File: src/rtl/t3par_pkg.sv
package t3par_pkg;
  localparam int unsigned PBITS_PER_FRAME = 2;
  localparam int unsigned PCNT_W = $clog2(PBITS_PER_FRAME + 1);

  typedef struct packed {
    logic first;
    logic second;
  } pbit_pair_t;
endpackage

File: src/rtl/t3p_accum.sv
module t3p_accum
  import t3par_pkg::*;
(
  input  logic       clk,
  input  logic       rst,
  input  logic       rx_data,
  input  logic       info_valid,
  input  logic       pbit_strobe,
  input  logic       mframe_start,
  output logic       prev_par,
  output pbit_pair_t pbits,
  output logic       pbits_full
);
  localparam logic [PCNT_W-1:0] PFULL = PCNT_W'(PBITS_PER_FRAME);

  logic              acc;
  logic [PCNT_W-1:0] pcnt;

  always_ff @(posedge clk) begin
    if (rst) begin
      acc      <= 1'b0;
      prev_par <= 1'b0;
      pcnt     <= '0;
      pbits    <= '0;
    end else if (mframe_start) begin
      prev_par <= acc;
      acc      <= 1'b0;
      pcnt     <= '0;
    end else begin
      if (info_valid) acc <= acc ^ rx_data;
      if (pbit_strobe && pcnt != PFULL) begin
        if (pcnt == '0) pbits.first  <= rx_data;
        else            pbits.second <= rx_data;
        pcnt <= pcnt + 1'b1;
      end
    end
  end

  assign pbits_full = (pcnt == PFULL);
endmodule

File: src/rtl/t3p_resync.sv
module t3p_resync (
  input  logic clk,
  input  logic rst,
  input  logic lof,
  input  logic e3_mode,
  input  logic mframe_start,
  output logic skip
);
  logic lof_q;

  always_ff @(posedge clk) begin
    if (rst) begin
      lof_q <= 1'b0;
      skip  <= 1'b1;
    end else begin
      lof_q <= lof;
      if (e3_mode || (lof_q && !lof)) skip <= 1'b1;
      else if (mframe_start)          skip <= 1'b0;
    end
  end
endmodule

File: src/rtl/t3p_counter.sv
module t3p_counter #(
  parameter int unsigned CNT_W = 16
) (
  input  logic             clk,
  input  logic             rst,
  input  logic             inc,
  input  logic             latch,
  output logic [CNT_W-1:0] live,
  output logic [CNT_W-1:0] held
);
  localparam logic [CNT_W-1:0] CMAX = '1;
  localparam logic [CNT_W-1:0] CONE = CNT_W'(1);

  always_ff @(posedge clk) begin
    if (rst) begin
      live <= '0;
      held <= '0;
    end else if (latch) begin
      held <= live;
      live <= inc ? CONE : '0;
    end else if (inc && live != CMAX) begin
      live <= live + CONE;
    end
  end
endmodule

File: src/rtl/t3_parity_errcnt.sv
module t3_parity_errcnt
  import t3par_pkg::*;
#(
  parameter int unsigned CNT_W = 16
) (
  input  logic             clk,
  input  logic             rst,
  input  logic             e3_mode,
  input  logic             cnt_inhibit_lof,
  input  logic             rx_data,
  input  logic             info_valid,
  input  logic             pbit_strobe,
  input  logic             mframe_start,
  input  logic             lof,
  input  logic             latch_strobe,
  output logic             err_pulse,
  output logic [CNT_W-1:0] live_count,
  output logic [CNT_W-1:0] held_count
);
  logic       prev_par;
  logic       pbits_full;
  logic       skip;
  pbit_pair_t pbits;
  logic       check_en, mismatch, err_evt, cnt_inc;

  t3p_accum u_accum (
    .clk(clk), .rst(rst), .rx_data(rx_data), .info_valid(info_valid),
    .pbit_strobe(pbit_strobe), .mframe_start(mframe_start),
    .prev_par(prev_par), .pbits(pbits), .pbits_full(pbits_full)
  );

  t3p_resync u_resync (
    .clk(clk), .rst(rst), .lof(lof), .e3_mode(e3_mode),
    .mframe_start(mframe_start), .skip(skip)
  );

  always_comb begin
    check_en = mframe_start && !skip && pbits_full && !e3_mode;
    mismatch = (pbits.first ^ pbits.second) | (pbits.first ^ prev_par);
    err_evt  = check_en && mismatch;
    cnt_inc  = err_evt && !(lof && cnt_inhibit_lof);
  end

  always_ff @(posedge clk) begin
    if (rst) err_pulse <= 1'b0;
    else     err_pulse <= err_evt;
  end

  t3p_counter #(.CNT_W(CNT_W)) u_counter (
    .clk(clk), .rst(rst), .inc(cnt_inc), .latch(latch_strobe),
    .live(live_count), .held(held_count)
  );
endmodule

File: config.mk
export PLATFORM = sky130hd
export DESIGN_NAME = t3_parity_errcnt
export DESIGN_NICKNAME = d
export VERILOG_FILES = /design/src/rtl/t3par_pkg.sv /design/src/rtl/t3p_accum.sv /design/src/rtl/t3p_resync.sv /design/src/rtl/t3p_counter.sv /design/src/rtl/t3_parity_errcnt.sv
export SDC_FILE = /design/constraint.sdc
export NUM_CORES = 1
export LEC_CHECK = 0
export BUFFER_PORTS_ARGS = -buffer_cell sky130_fd_sc_hd__buf_2
export CAP_MARGIN = 40
export CELL_PAD_IN_SITES_DETAIL_PLACEMENT = 1
export CELL_PAD_IN_SITES_GLOBAL_PLACEMENT = 1
export CORE_MARGIN = 3
export CORE_UTILIZATION = 39
export DETAILED_ROUTE_END_ITERATION = 6
export HOLD_SLACK_MARGIN = 0.02
export PLACE_DENSITY = 0.77
export SYNTH_ARGS = -nofsm -noshare
export SYNTH_HDL_FRONTEND = slang
export SYNTH_SLANG_ARGS = --single-unit
File: constraint.sdc
create_clock -name clk -period 2.3 [get_ports clk]
set_input_delay 0.46 -clock clk [delete_from_list [all_inputs] [get_ports clk]]
set_output_delay 0.46 -clock clk [all_outputs]
set_load 0.02 [all_outputs]
=== Word level (Yosys, flattened, before mapping) ===
Index checks and enable logic that the tools add are counted.

* Memories kept: 0
* Word-level logic and storage cells: 44
* Bits in latches: 0
* Input bits: 10
* Memory bits (writable): 0
* Register bits: 41
* Bits in read-only memories: 0

* Multiplexer cells: 3
* Divide/modulo/power cells: 0
* Add/sub/neg operators: 2
* Reductions and logical operators: 20
* Eq/ne operators: 3
* Multiply operators: 0
* Order comparisons: 0
* Shift operators: 0
* Bitwise gates (word level): 6

{| class="wikitable"
|+ Operators by type and width
! operator !! number
|-
| 16-bit two-way mux || 2
|-
| 16-bit by 1-bit adder with 16-bit output (second input constant) || 1
|-
| 16-bit inequality test (second input constant) || 1
|-
| 1-bit logical AND || 9
|-
| 3-bit AND reduction || 2
|-
| 1-bit zero test || 4
|-
| 2-bit OR reduction || 2
|-
| 1-bit bitwise XOR || 3
|-
| 2-bit by 1-bit adder with 2-bit output (second input constant) || 1
|-
| 2-bit equality test (second input constant) || 1
|-
| 2-bit zero test || 1
|-
| 2-bit inequality test (second input constant) || 1
|-
| 1-bit inverter || 2
|-
| 2-bit nonzero test || 1
|-
| 1-bit logical OR || 1
|-
| 1-bit two-way mux || 1
|-
| 1-bit OR || 1
|}

=== Depth between registers and ports, before layout ===
* Depth in word-level cells: 9
* Mapped depth: 8
* Gate-level depth less buffers: 7

=== Hierarchy ===
A second synthesis with hierarchy kept.

* Cells, all modules: 193
* Area, all modules: 1870.5 µm²

{| class="wikitable"
|+ Modules (own cells, without submodules)
! module !! cells each !! sequential area each (µm²) !! area each (µm²) !! instances
|-
| t3p_counter || 154 || 640.6 || 1452.6 || 1
|-
| t3p_accum || 26 || 120.1 || 274.0 || 1
|-
| t3p_resync || 7 || 40.0 || 75.1 || 1
|-
| t3_parity_errcnt || 6 || 20.0 || 68.8 || 1
|}

=== Worst setup path after synthesis ===
No wires, ideal clock.

* Kind: flip-flop to flip-flop
* Start point: reg u_counter.live[0]
* End point: reg u_counter.live[10]
* Stages on the path, launching flop included: 7
* Required time: 2.172 ns
* Buffers on the path: 0
* Slack: 0.382 ns
* Setup time: 0.128 ns
* Data arrival time: 1.791 ns
* Cells stage by stage: dfxtp_1 -> ha_1 -> nand4_1 -> or4_4 -> nand4_1 -> xor2_1 -> nor2_1

* Word-level cells in the longest chain between the ends: 3
* Elaborated cells between the ends (all ways): 6
* Those cells by class: add/sub (1); eq/ne (1); mux (2); reduce/logical (2)

{| class="wikitable"
|+ RTL lines
! element !! line !! text
|-
| start: declaration || t3p_counter.sv:8 || <nowiki>output logic [CNT_W-1:0] live,</nowiki>
|-
| start signal: assignment || t3p_counter.sv:20 || <nowiki>live <= inc ? CONE : '0;</nowiki>
|-
| start signal: assignment || t3p_counter.sv:22 || <nowiki>live <= live + CONE;</nowiki>
|-
| 16-bit by 1-bit adder with 16-bit output or 16-bit inequality test (tied branches) || t3p_counter.sv:22, t3p_counter.sv:21 ||
|-
| 16-bit two-way mux or 1-bit logical AND (tied branches) || t3p_counter.sv:21 || <nowiki>end else if (inc && live != CMAX) begin</nowiki>
|-
| 16-bit two-way mux or 2-bit nonzero test (tied branches) || -- ||
|}

Several ways; a longest one is shown, not always the timed one. The select of a mux whose other input is x is not followed.
A chain may end at the register's enable or synchronous reset.

=== Worst setup path after layout ===
* Start point: reg u_counter.live[0]
* End point: reg u_counter.live[9]

Same word-level chain as after synthesis.

==> impl_metrics.csv <==
group,metric,value,unit
setup_path,critPathMaxFanout,7,
setup_path,path_class,"flop to flop",
grt,antenna_found_initial,0,
cells_and_area,regArea,821,µm²
timing,fin_worst_skew,0.00624,ns
power_and_ir_drop,p_sw_share,21.8,%
timing,grt_setup_unrepaired,"false",
die,io_pins,43,
die,die_w,74.3,µm
detailed_routing,ant_nets,0,
die,num_rows,24,
synthesis,ys_seq_area_share,45.1,%
clock_tree,cts_tree,"yes",
cells_and_area,drive_above_1_share,26.6,%
die,die_height,74.3,µm
clock_tree,post-cts-setup-buffers,0,
clock_tree,cts.path.max_buffers,2,
flow_run,drv_cap,0,
clock_tree,clkLatencyLatePin,0.29,ns
place,gp_congestion,0.748,
setup_path,crit_buf_inv,0,
synthesis,synth_edf_count,0,
detailed_routing,vias_per_cell,5.18,
timing,setup_viol,0,
synthesis,synthDistinctLibCells,40,
synthesis,synth_cells,193,
power_and_ir_drop,clockPowerShare,37.7,%
power_and_ir_drop,p_leak,0.960,nW
timing,period_share,85.2,%
cells_and_area,antenna_cells,0,
clock_tree,cts_root_buf,"clkbuf_8",
clock_tree,path_clk_slew,0.07,ns
synthesis,netlist_area,0.00182,mm²
place,dpl.hpwl,3080,µm
detailed_routing,vias,1498,
grt,grt_pass1_wl,7130,µm
clock_tree,h-tree-depth,2,
die,dieArea,0.00552,mm²
setup_path,path_delay_family,"simple AND/OR/NAND/NOR gates",
clock_tree,holdBufCountCts,0,
run_status,status,"completed",
timing,drv_slew,0,
detailed_routing,drc_errors,0,
setup_path,endpoint_kind,"flop",
timing,slew-limit-headroom,66.1,%
cells_and_area,nets,250,
timing,finalSetupTns,0,ns
grt,grtUsageTotal,16.8,%
synthesis,syn_avg_cell_area,9.43,µm²
cells_and_area,layout_commonest_cell,"buf_2",
die,coreArea,0.00444,mm²
timing,max_freq,510,MHz
detailed_routing,dr.pass1.iters,4,
setup_path,cp_data_arrival_time,2.14,ns
timing,hold_violations,0,
cells_and_area,multi_input_area,931,µm²
cells_and_area,fillCellCount,533,
timing,layout_setup_ws,0.340,ns
synthesis,synth_warnings,0,
power_and_ir_drop,p_int,977,µW
power_and_ir_drop,vdd_ir_drop_max,300,µV
place,place_ws,0.316,ns
min_path,hp-class,"primary input to flop",
clock_tree,cts_resized,0,
synthesis,async_flop_share,0,%
detailed_routing,dr.first_iter.drc_count,47,
die,start_util,41.0,%
power_and_ir_drop,power_density,577,mW/mm²
clock_tree,numClockSinks,41,
power_and_ir_drop,power.switching,272,µW
power_and_ir_drop,p_comb_share,4.8,%
detailed_routing,wl_per_cell,14.8,µm
synthesis,ys.flop_type,"dfxtp_1",
grt,grt_max_degree,28,
setup_path,start_kind,"flop",
power_and_ir_drop,p_seq_share,57.4,%
clock_tree,cts_buffers,5,
setup_path,crit_chain,"ha_1 > nand4_1 > or4_4 > nand3_4 > xor2_1 > nor2_1",
setup_path,worstPathRequired,2.48,ns
place,io_buffers,42,
synthesis,ys_seq_elements,41,
detailed_routing,routed_wl,4260,µm
cells_and_area,area_delta_synth_final,19.0,%
timing,period_needed,1.96,ns
grt,grt_pass1_vias,1489,
cells_and_area,final_cell_mix,"buf_2 (42), dfxtp_1 (41), nor2_1 (37)",
setup_path,crit_slowest_cell,"or4_4",
timing,tightest_slew,0.504,ns
setup_path,critical_path.max_stage_delay,0.59,ns
grt,grt-ovfl-total,0,
synthesis,syn-num-nets,206,
through the flow:
stage,hold WS (ns),total power [mW],util (%),area [µm²],std cells
final,0.384,1.25,48.7,2170,289
after global routing,0.386,1.31,48.7,2170,289
after CTS,0.378,1.27,48.7,2170,289
after detailed placement,0.472,0.796,46.8,2080,282
after global placement,0.461,0.794,46.8,2080,282
after floorplan,0.450,0.778,-,1820,193
worst register-to-register path: cells and delay by family (launching register included):
kind | cells | cell delay, ns
adders and majority gates | 1 | 0.26
DFF | 1 | 0.43
and+or+nand+nor | 4 | 0.99
xor gates and xnor gates | 1 | 0.17
flip-flops by register name, summed over array words and instances (netlist names):
signal            count
u_accum.pcnt          2
u_accum.acc           1
u_counter.held       16
u_accum.prev_par      1
err_pulse             1
u_resync.skip         1
u_resync.lof_q        1
u_accum.pbits         2
u_counter.live       16
worst paths after layout:
check	startpoint	end	slack, ns	depth (start not counted)
max	u_counter.live[0]$_SDFFE_PP0P_	u_counter.live[9]$_SDFFE_PP0P_	0.34	6
min	e3_mode	u_resync.skip$_SDFFE_PP1P_	0.38	3
min reg2reg	u_accum.pbits[1]$_SDFFE_PP0P_	u_accum.pbits[1]$_SDFFE_PP0P_	0.48	2
max reg2reg	u_counter.live[0]$_SDFFE_PP0P_	u_counter.live[9]$_SDFFE_PP0P_	0.34	6
power by group through the flow:
stage	combinational, mW	sequential, mW	clock [mW]
floorplan	0.0448	0.733	0
global placement	0.0604	0.734	0
detailed placement	0.0619	0.734	0
CTS	0.0620	0.717	0.494
global route	0.0679	0.718	0.521
finish	0.0601	0.718	0.472
per-layer routing:
| layer | track usage (%) | up-vias | wire length [µm] |
|---|---|---|---|
| met5 | 0 | - | 0 |
| met4 | 4.74 | 0 | 40 |
| met3 | 5.41 | 5 | 179 |
| met2 | 27.6 | 27 | 2050 |
| met1 | 21.3 | 714 | 1990 |
| li1 | - | 752 | - |
cell usage after synthesis (2+ instances only):
library cell / count / area share, %
a21oi_1: 3 / 0.82
nand2b_1: 2 / 0.69
mux2i_1: 19 / 10
nor2_1: 37 / 7.6
nor2b_1: 2 / 0.69
inv_1: 6 / 1.2
nand3_1: 10 / 2.7
dfxtp_1: 41 / 45
or4_1: 2 / 0.82
ha_1: 3 / 2.1
xnor2_1: 7 / 3.4
o211ai_1: 2 / 0.82
nand2_1: 10 / 2.1
buf_1: 3 / 0.62
o21ai_0: 2 / 0.55
nand4_1: 3 / 1.0
or3_1: 2 / 0.69
xor2_1: 5 / 2.4
nor4_1: 3 / 1.0
clkbuf_1: 3 / 0.62
nor3_1: 9 / 2.5
layout make-up:
| cell class | instances | share of cell area (%) |
|---|---|---|
| tap | 52 | 3.00 |
| timing repair buffer | 46 | 11.1 |
| inverter | 6 | 1.04 |
| sequential | 41 | 37.9 |
| multi-input combinational | 137 | 43.0 |
| clock buffer | 7 | 3.99 |
cell families after synthesis:
group	after synthesis	synth area share (%)
adders and majority gates	3	2.06
buffers and inverters	15	3.78
xor gates and xnor gates	12	5.77
muxes	19	10.4
AOI/OAI and AO/OA	10	3.51
and+or+nand+nor	93	29.3
DFF	41	45.1
No activity file was read; power rests on OpenSTA's default activity.
